File: src/rtl/fwp_pkg.sv
package fwp_pkg;
  typedef enum logic [1:0] {ST_IDLE, ST_TX, ST_RX, ST_DONE} fwp_state_t;
  typedef enum logic [1:0] {WIN_NONE, WIN_TX, WIN_RX} fwp_win_t;
  localparam int DATA_W = 32;
  localparam int LANES  = DATA_W / 8;
  localparam int WIN_LSB = 9;
endpackage

File: src/rtl/fwp_decode.sv
module fwp_decode
  import fwp_pkg::*;
#(
  parameter int NCH  = 2,
  parameter int CH_W = 1
) (
  input  logic [WIN_LSB+CH_W-1:0] addr,
  input  logic                    write,
  output fwp_win_t                kind,
  output logic [CH_W-1:0]         ch
);
  logic in_range;

  assign ch       = addr[WIN_LSB+CH_W-1:WIN_LSB];
  assign in_range = (int'(ch) < NCH);

  always_comb begin
    kind = WIN_NONE;
    if (addr[8] && in_range) begin
      if (addr[7] && !write)      kind = WIN_RX;
      else if (!addr[7] && write) kind = WIN_TX;
    end
  end
endmodule

File: src/rtl/fwp_tx_lanes.sv
module fwp_tx_lanes
  import fwp_pkg::*;
#(
  parameter int NCH  = 2,
  parameter int CH_W = 1
) (
  input  logic              clk,
  input  logic              rst_n,
  input  logic              active,
  input  logic [1:0]        lane,
  input  logic [LANES-1:0]  be,
  input  logic [DATA_W-1:0] wdata,
  input  logic [CH_W-1:0]   ch,
  input  logic [NCH-1:0]    tx_ready,
  output logic [NCH-1:0]    tx_valid,
  output logic [7:0]        tx_data,
  output logic [NCH-1:0]    tx_ovf
);
  logic lane_on;

  assign lane_on = active && be[lane];
  assign tx_data = wdata[8*lane +: 8];

  for (genvar i = 0; i < NCH; i++) begin : g_ch
    assign tx_valid[i] = lane_on && (ch == CH_W'(i));

    always_ff @(posedge clk or negedge rst_n) begin
      if (!rst_n)                         tx_ovf[i] <= 1'b0;
      else if (tx_valid[i] && !tx_ready[i]) tx_ovf[i] <= 1'b1;
    end
  end
endmodule

File: src/rtl/fwp_rx_slots.sv
module fwp_rx_slots
  import fwp_pkg::*;
#(
  parameter int NCH  = 2,
  parameter int CH_W = 1
) (
  input  logic             active,
  input  logic             slot,
  input  logic [LANES-1:0] be,
  input  logic [CH_W-1:0]  ch,
  input  logic [NCH-1:0]   rx_valid,
  input  logic [8*NCH-1:0] rx_data,
  input  logic [8*NCH-1:0] rx_stat,
  output logic [NCH-1:0]   rx_ready,
  output logic [15:0]      word
);
  logic [1:0] pair;
  logic       head_ok;
  logic       pop;

  assign pair    = slot ? be[3:2] : be[1:0];
  assign head_ok = rx_valid[ch];
  assign pop     = active && (&pair) && head_ok;
  assign word    = (active && (|pair) && head_ok)
                   ? {rx_data[8*ch +: 8], rx_stat[8*ch +: 8]} : 16'h0000;

  for (genvar i = 0; i < NCH; i++) begin : g_ch
    assign rx_ready[i] = pop && (ch == CH_W'(i));
  end
endmodule

File: src/rtl/fifo_window_port.sv
module fifo_window_port
  import fwp_pkg::*;
#(
  parameter int NCH = 2,
  localparam int CH_W   = (NCH > 1) ? $clog2(NCH) : 1,
  localparam int ADDR_W = WIN_LSB + CH_W
) (
  input  logic              clk,
  input  logic              rst_n,
  input  logic              hst_valid,
  output logic              hst_ready,
  input  logic              hst_write,
  input  logic [ADDR_W-1:0] hst_addr,
  input  logic [3:0]        hst_be,
  input  logic [31:0]       hst_wdata,
  output logic              hst_done,
  output logic [31:0]       hst_rdata,
  output logic [NCH-1:0]    tx_valid,
  input  logic [NCH-1:0]    tx_ready,
  output logic [7:0]        tx_data,
  output logic [NCH-1:0]    tx_ovf,
  input  logic [NCH-1:0]    rx_valid,
  output logic [NCH-1:0]    rx_ready,
  input  logic [8*NCH-1:0]  rx_data,
  input  logic [8*NCH-1:0]  rx_stat
);
  fwp_state_t        st;
  logic [1:0]        step;
  logic [CH_W-1:0]   ch_q;
  logic [LANES-1:0]  be_q;
  logic [DATA_W-1:0] wd_q;
  logic [DATA_W-1:0] rd_q;
  fwp_win_t          dec_kind;
  logic [CH_W-1:0]   dec_ch;
  logic [15:0]       slot_word;

  fwp_decode #(.NCH(NCH), .CH_W(CH_W)) u_dec (
    .addr(hst_addr), .write(hst_write), .kind(dec_kind), .ch(dec_ch)
  );

  fwp_tx_lanes #(.NCH(NCH), .CH_W(CH_W)) u_tx (
    .clk(clk), .rst_n(rst_n), .active(st == ST_TX), .lane(step),
    .be(be_q), .wdata(wd_q), .ch(ch_q), .tx_ready(tx_ready),
    .tx_valid(tx_valid), .tx_data(tx_data), .tx_ovf(tx_ovf)
  );

  fwp_rx_slots #(.NCH(NCH), .CH_W(CH_W)) u_rx (
    .active(st == ST_RX), .slot(step[0]), .be(be_q), .ch(ch_q),
    .rx_valid(rx_valid), .rx_data(rx_data), .rx_stat(rx_stat),
    .rx_ready(rx_ready), .word(slot_word)
  );

  always_ff @(posedge clk or negedge rst_n) begin
    if (!rst_n) begin
      st   <= ST_IDLE;
      step <= '0;
      ch_q <= '0;
      be_q <= '0;
      wd_q <= '0;
      rd_q <= '0;
    end else begin
      case (st)
        ST_IDLE: if (hst_valid) begin
          ch_q <= dec_ch;
          be_q <= hst_be;
          wd_q <= hst_wdata;
          rd_q <= '0;
          step <= '0;
          case (dec_kind)
            WIN_TX:  st <= ST_TX;
            WIN_RX:  st <= ST_RX;
            default: st <= ST_DONE;
          endcase
        end
        ST_TX: begin
          step <= step + 2'd1;
          if (step == 2'd3) st <= ST_DONE;
        end
        ST_RX: begin
          if (step[0]) rd_q[31:16] <= slot_word;
          else         rd_q[15:0]  <= slot_word;
          step <= step + 2'd1;
          if (step[0]) st <= ST_DONE;
        end
        default: st <= ST_IDLE;
      endcase
    end
  end

  assign hst_ready = (st == ST_IDLE);
  assign hst_done  = (st == ST_DONE);
  assign hst_rdata = rd_q;
endmodule

File: config.mk
export PLATFORM = sky130hd
export DESIGN_NAME = fifo_window_port
export DESIGN_NICKNAME = d
export VERILOG_FILES = /design/src/rtl/fwp_pkg.sv /design/src/rtl/fwp_decode.sv /design/src/rtl/fwp_tx_lanes.sv /design/src/rtl/fwp_rx_slots.sv /design/src/rtl/fifo_window_port.sv
export SDC_FILE = /design/constraint.sdc
export NUM_CORES = 1
export LEC_CHECK = 0
export CAP_MARGIN = 15
export CORE_UTILIZATION = 45
export DETAILED_ROUTE_END_ITERATION = 10
export PLACE_DENSITY = 0.78
export SYNTH_ARGS = -nofsm -noshare
export SYNTH_HDL_FRONTEND = slang
export SYNTH_HIERARCHICAL = 1
export SYNTH_SLANG_ARGS = --single-unit
File: constraint.sdc
create_clock -name clk -period 2.4 [get_ports clk]
set_clock_uncertainty 0.1 [all_clocks]
set_input_delay 0.24 -clock clk [delete_from_list [all_inputs] [get_ports clk]]
set_output_delay 0.24 -clock clk [all_outputs]
set_load 0.03 [all_outputs]
==> summary.md, run 1 <==
| Metric | Value |
|---|---|
| Outcome | completed |
| CTS tree | built |
| Area contributors post-synth | dfrtp_1, mux2_2, mux4_1 |
| Final #Nets | 492 |
| P per Cell Area | between 1000 and 1500 mW/mm^2 |
| Dpl cells | 488 |
| Critical setup path kind | reg2out |
| Final Max Slew Viols | 0 |
| Vias | approximately 2600 |
| Final WL | 8190 microns |
| Post-Layout Cell Count | 505 |
| GRT Util Overall | 20.0% |
| Layout cells sized above 1 | about a quarter |
| Final setup margin | 0.148 ns |
| Port Buffers | about 130 |
| Area of the core | 0.00789 sq mm |
| Syn_nets | 359 |
| Critical R2R Launch | st[0]$_DFFE_PN0P_ |
| Setup TNS | 0 ns |
| FILL cells | 593 |
| Die Ht | 93.3 microns |
| GR Overflow Total | 0 |
| Worst slew margin | 38.4% |
| Pre-antenna DRT Iters | 4 |
| Mapped Avg Cell Area | 14.2 sq um |
| Number of library cell types mapped by synthesis | 36 |
| Prevailing post-synth register cell | dfrtp_1 |
| Ant. Diodes | 0 |
| Max VDD drop | 572 uV |
| Worst-path fanout max | 7 |
| HP Class | reg2reg |
| First-pass GRT wire length | 13100 microns |
| Num rows | 32 |
| Clk sink count | 75 |
| Worst EP required | 2.06 ns |
| R2r setup slk | 0.34 ns |
| I/O pins | approximately 130 |
| Vias per inst | 5.07 |
| Worst setup path start | step[0]$_DFFE_PN0P_ |
| Cells along the critical path | mux4_2, and3_2, dlygate4sd2_1 |
| EDFF count, synth | 0 |
| Synth top area share | about half |
| Slowest cell on crit path | mux4_2 |
| Final Cell Area | 0.00533 sq mm |
| CTS Buffer Depth | 2 |
| Pwr Total | a little under 6 mW |
| Initial DRC Count | 72 |
| Ys async rst share | 100% |
| Final hold vios | 0 |
| Leak | 2.43 nW |
| Die Wd | 93.3 microns |
| Count of endpoints failing setup in the final report | 0 |
| CP max stage delay | 0.57 ns |
| Top delay family on crit path | multiplexers |
| Hold_sp | u_tx/tx_ovf[1]$_DFFE_PN0P_ |
| Clk slew on worst S/H paths | 0.08 ns |
| Synth Instances | ~270 |
| Initial antenna violation count | 0 |
| Arrival time at the worst endpoint | roughly 1.9 ns |
| Max cap viols | 0 |
| Ys Warns | 6 |
| Pre-CTS setup slack | 0.198 ns |
| Final period util | between 90% and 100% |
| CP bufs+invs | 1 |
| Initial Utilization | 47.6% |
| Post-place instance area | 0.00512 sq mm |
| Mapped Area | 0.00375 sq mm |
| P&R area growth vs syn | 42.1% |
| HPWL after DPL | 6070 microns |
| Unrepaired setup endpoints after global routing | false |
| Inserted Clock Buffers | 9 |
| Worst-Margin Slew | 0.924 ns |
| Most common cell in the synthesized netlist | dfrtp_1 |
| GPL Wtd Cong | 0.751 |
| Most frequent cells after synthesis | dfrtp_1, mux2_2, mux2i_1, nor2_1, and2_1 |
| H-Tree Depth | 3 |
| Root buffer cell | clkbuf_8 |
| DRC Markers | 0 |
| Minimum clock period | 2.25 ns |
| CP Capture Type | output port |
| Die ar. | between 0.008 and 0.009 sq mm |
| Worst-Skew Late Latency | ~0.34 ns |
| DRT antenna net count | 0 |
| Post-DR wirelength/cell | 16.2 microns |
| Largest net degree at the start of global routing | 76 |
| Post-synthesis sequential area ratio | between 50% and 60% |
| Flops & latches, synth | 75 |
| Vias in the first global route | 2651 |
| Fmax | 444 MHz |
| Setup crit start kind | flop |
| Yosys top cell by area | dfrtp_1 |
## final timing paths
check,depth (start not counted),end
max in group asynchronous,2,step[0]$_DFFE_PN0P_
worst max register to register,6,hst_rdata[3]$_DFFE_PN0P_
worst min-delay path,1,u_tx/tx_ovf[1]$_DFFE_PN0P_
worst min register to register,1,u_tx/tx_ovf[1]$_DFFE_PN0P_
worst max-delay path,3,tx_valid[1]
min in group asynchronous,2,hst_rdata[0]$_DFFE_PN0P_
## layout make-up
cell class                 instances  area, sq um  share of cell area (%)
sequential                        75         1880                    35.2
multi-input combinational        172         1750                    32.9
timing repair buffer             135         1340                    25.1
tap                              102          128                    2.39
clock buffer                       9          124                    2.32
clock inverter                     7         92.6                    1.74
inverter                           5         18.8                   0.352
## cell families (layout without fill, tap and decap cells)
kind of cell             after synthesis  after routing  synth area share (%)
flip-flops                            75             75                  50.0
AND/OR/NAND/NOR                       56             56                  8.90
buffers and inverters                 18            156                  3.23
AO/OA/AOI/OAI                         12             12                  2.33
multiplexers                          96             96                  32.8
adder cells (fa/ha/maj)                8              8                  2.67
## cells in the final DEF, fill, tap and decap left out, types with 2 or more instances in the layout
master / netlist / routed
and3b_1: 3 / 3
nor2_2: 2 / 2
buf_4: 1 / 9
dlygate4sd2_1: 0 / 10
ha_1: 8 / 8
nand2b_1: 5 / 5
nor2_1: 17 / 17
nand2_1: 3 / 3
nand4b_1: 2 / 2
o21ai_0: 2 / 2
mux2i_1: 17 / 17
inv_1: 5 / 5
mux2_2: 59 / 59
mux4_1: 8 / 8
clkbuf_8: 0 / 9
buf_12: 0 / 2
o2bb2ai_1: 2 / 2
clkinv_4: 0 / 2
and2_1: 16 / 16
clkdlybuf4s50_1: 0 / 113
a21oi_1: 2 / 2
mux2_4: 11 / 11
clkinv_2: 0 / 3
bufinv_16: 0 / 2
dfrtp_1: 75 / 74
## report_power, final
| part | internal, mW | total [mW] | switching, mW |
|---|---|---|---|
| clock | 0.583 | 1.06 | 0.472 |
| sequential | 1.70 | 1.97 | 0.269 |
| combinational | 1.46 | 2.91 | 1.45 |
| total | 3.74 | 5.93 | 2.19 |
## sequential cells by signal (all words and copies together) (netlist names)
signal       flops
be_q             4
ch_q             1
hst_rdata       32
st               2
step             2
u_tx/tx_ovf      2
wd_q            32
## repair_timing
item | CTS | global route
hold buffers | 1 | 0
endpoints found under the hold margin | 75 | 0
setup endpoints to repair | 10 | 4
resized for setup | 10 | 1
gates cloned | 0 | 0
buffers inserted | 0 | 0
## routing by layer
metal	track usage, %	vias to the layer above	routed length, microns
met5	0	-	0
met4	6.92	0	102
met3	6.91	9	809
met2	33.1	104	3890
met1	24.3	1225	3390
li1	-	1221	-
## per-stage QoR
stage | util [%] | hold slack, ns
6_report | 67.6 | 0.365
5_1_grt | 67.6 | 0.390
4_1_cts | 67.6 | 0.373
3_5_place_dp | 64.9 | 0.346
3_3_place_gp | 64.9 | 0.344
2_1_floorplan | - | -0.156
Power figures use the tool's default switching activity.
==> run 2, diff against run 1 <==
--- a/config.mk
+++ b/config.mk
@@ -8,6 +8,7 @@
 export CAP_MARGIN = 15
 export CORE_UTILIZATION = 45
 export DETAILED_ROUTE_END_ITERATION = 10
+export MAX_ROUTING_LAYER = met4
 export PLACE_DENSITY = 0.78
 export SYNTH_ARGS = -nofsm -noshare
 export SYNTH_HDL_FRONTEND = slang
==> summary.md, run 2 (synthesis gave the netlist of run 1 again) <==
| Metric | Value |
|---|---|
| CTS Buffer Depth | 2 (unchanged) |
| Post-DR wirelength/cell | 16.3 microns (was 16.2 microns) |
| Outcome | completed (unchanged) |
| FILL cells | 593 (unchanged) |
| Dpl cells | 488 (unchanged) |
| Minimum clock period | 2.25 ns (about the same) |
| Ant. Diodes | 0 (unchanged) |
| GR Overflow Total | 0 (unchanged) |
| DRT antenna net count | 0 (unchanged) |
| Worst-Skew Late Latency | 0.34 ns (about the same) |
| Post-Layout Cell Count | 505 (unchanged) |
| P per Cell Area | 1110 mW/mm^2 (about the same) |
| Final hold vios | 0 (unchanged) |
| HP Class | reg2reg (unchanged) |
| Die Wd | 93.3 microns (unchanged) |
| Clk slew on worst S/H paths | 0.08 ns (about the same) |
| H-Tree Depth | 3 (unchanged) |
| Inserted Clock Buffers | 9 (unchanged) |
| GPL Wtd Cong | 0.761 (was 0.751) |
| Worst EP required | 2.06 ns (about the same) |
| Arrival time at the worst endpoint | 1.91 ns (about the same) |
| Setup TNS | 0 ns (unchanged) |
| First-pass GRT wire length | 13100 microns (about the same) |
| Cells along the critical path | mux4_2, and3_2, dlygate4sd2_1 (unchanged) |
| Worst-Margin Slew | 0.933 ns (was 0.924 ns) |
| Final Max Slew Viols | 0 (unchanged) |
| Die ar. | 0.00871 sq mm (unchanged) |
| CP max stage delay | 0.57 ns (about the same) |
| Setup crit start kind | flop (unchanged) |
| Hold slack | 0.365 ns (about the same) |
| Final period util | 93.9% (was 93.8%) |
| Critical setup path kind | reg2out (unchanged) |
| Fmax | 444 MHz (about the same) |
| GRT Util Overall | 20.6% (was 20.0%) |
| Pre-CTS setup slack | 0.198 ns (unchanged) |
| Worst slew margin | 37.8% (was 38.4%) |
| Setup bufs post-CTS | 0 (unchanged) |
| CTS tree | built (unchanged) |
| Area of the core | 0.00789 sq mm (unchanged) |
| Max VDD drop | 573 uV (was 572 uV) |
| Most common cell after layout, fill and taps aside | clkdlybuf4s50_1 (unchanged) |
| Worst-path fanout max | 7 (unchanged) |
| Pre-antenna DRT Iters | 4 (unchanged) |
| Post-place instance area | 0.00512 sq mm (unchanged) |
| DRC Markers | 0 (unchanged) |
| Largest net degree at the start of global routing | 76 (unchanged) |
| Vias | 2559 (unchanged) |
| Initial DRC Count | 99 (was 72) |
| Vias per inst | 5.07 (unchanged) |
| Final Cell Area | 0.00533 sq mm (unchanged) |
| Unrepaired setup endpoints after global routing | false (unchanged) |
| Die Ht | 93.3 microns (unchanged) |
| Layout cells sized above 1 | 26.3% (unchanged) |
| Clk sink count | 75 (unchanged) |
| Count of endpoints failing setup in the final report | 0 (unchanged) |
| Initial Utilization | 47.6% (unchanged) |
| Num rows | 32 (unchanged) |
| Final #Nets | 492 (unchanged) |
| Vias in the first global route | 2649 (was 2651) |
| Top delay family on crit path | multiplexers (unchanged) |
| HPWL after DPL | 6070 microns (unchanged) |
| Max cap viols | 0 (unchanged) |
| Final WL | 8220 microns (was 8190 microns) |
| Final setup margin | 0.146 ns (was 0.148 ns) |
| Most frequent cells in the layout | clkdlybuf4s50_1, dfrtp_1, mux2_2 (unchanged) |
| P&R area growth vs syn | 42.1% (unchanged) |
| Leak | 2.43 nW (unchanged) |
| CP Capture Type | output port (unchanged) |
| Root buffer cell | clkbuf_8 (unchanged) |
| CP bufs+invs | 1 (unchanged) |
| Initial antenna violation count | 0 (unchanged) |
| I/O pins | 134 (unchanged) |
| Slowest cell on crit path | mux4_2 (unchanged) |
| Port Buffers | 126 (unchanged) |
-- run 2: cell counts in the layout (fill, tap and decap cells not counted) --
Identical to the previous run, type by type.
-- run 2: through the flow --
step,total power [mW],utilization (%)
finish,5.94,67.6
global route,6.27,67.6
CTS,6.00,67.6
detailed placement,5.03,64.9
global placement,4.94,64.9
floorplan,4.04,-
-- run 2: path summary, 6_finish.rpt --
path                                              endpoint  depth (start not counted)  slack, ns                        from
worst max-delay path                           tx_valid[1]                          3       0.15         step[0]$_DFFE_PN0P_
worst min-delay path            u_tx/tx_ovf[1]$_DFFE_PN0P_                          1       0.36  u_tx/tx_ovf[1]$_DFFE_PN0P_
worst max register to register    hst_rdata[3]$_DFFE_PN0P_                          6       0.34           st[0]$_DFFE_PN0P_
worst min register to register  u_tx/tx_ovf[1]$_DFFE_PN0P_                          1       0.36  u_tx/tx_ovf[1]$_DFFE_PN0P_
max in group asynchronous              step[0]$_DFFE_PN0P_                          2       1.07                       rst_n
min in group asynchronous         hst_rdata[0]$_DFFE_PN0P_                          2       0.47                       rst_n
-- run 2: layer usage --
metal | global-route usage (%) | share of wire (%) | up-vias
li1 | - | - | 1219
met1 | 25.0 | 43 | 1231
met2 | 33.1 | 47 | 102
met3 | 6.02 | 8.8 | 7
met4 | 6.92 | 1.0 | 0
met5 | - | 0 | -
-- run 2: layout make-up --
| type | instances | area [sq um] | share of cell area (%) |
|---|---|---|---|
| Inverter | 5 | 18.8 | 0.352 |
| Clock buffer | 9 | 124 | 2.32 |
| Multi-Input combinational cell | 172 | 1750 | 32.9 |
| Timing Repair Buffer | 135 | 1340 | 25.1 |
| Sequential cell | 75 | 1880 | 35.2 |
| Clock inverter | 7 | 92.6 | 1.74 |
| Tap cell | 102 | 128 | 2.39 |
-- run 2: repair_timing --
item                                    CTS  global route
gates cloned                              0             0
hold buffers                              1             0
endpoints found under the setup margin   10             4
resized for setup                        10             1
endpoints found under the hold margin    75             0
-- run 2: power by group --
group          internal [mW]  switching (mW)  total (mW)
Combinational           1.46            1.45        2.92
Clock                  0.583           0.472        1.06
Sequential              1.70           0.268        1.96
Total                   3.74            2.19        5.94
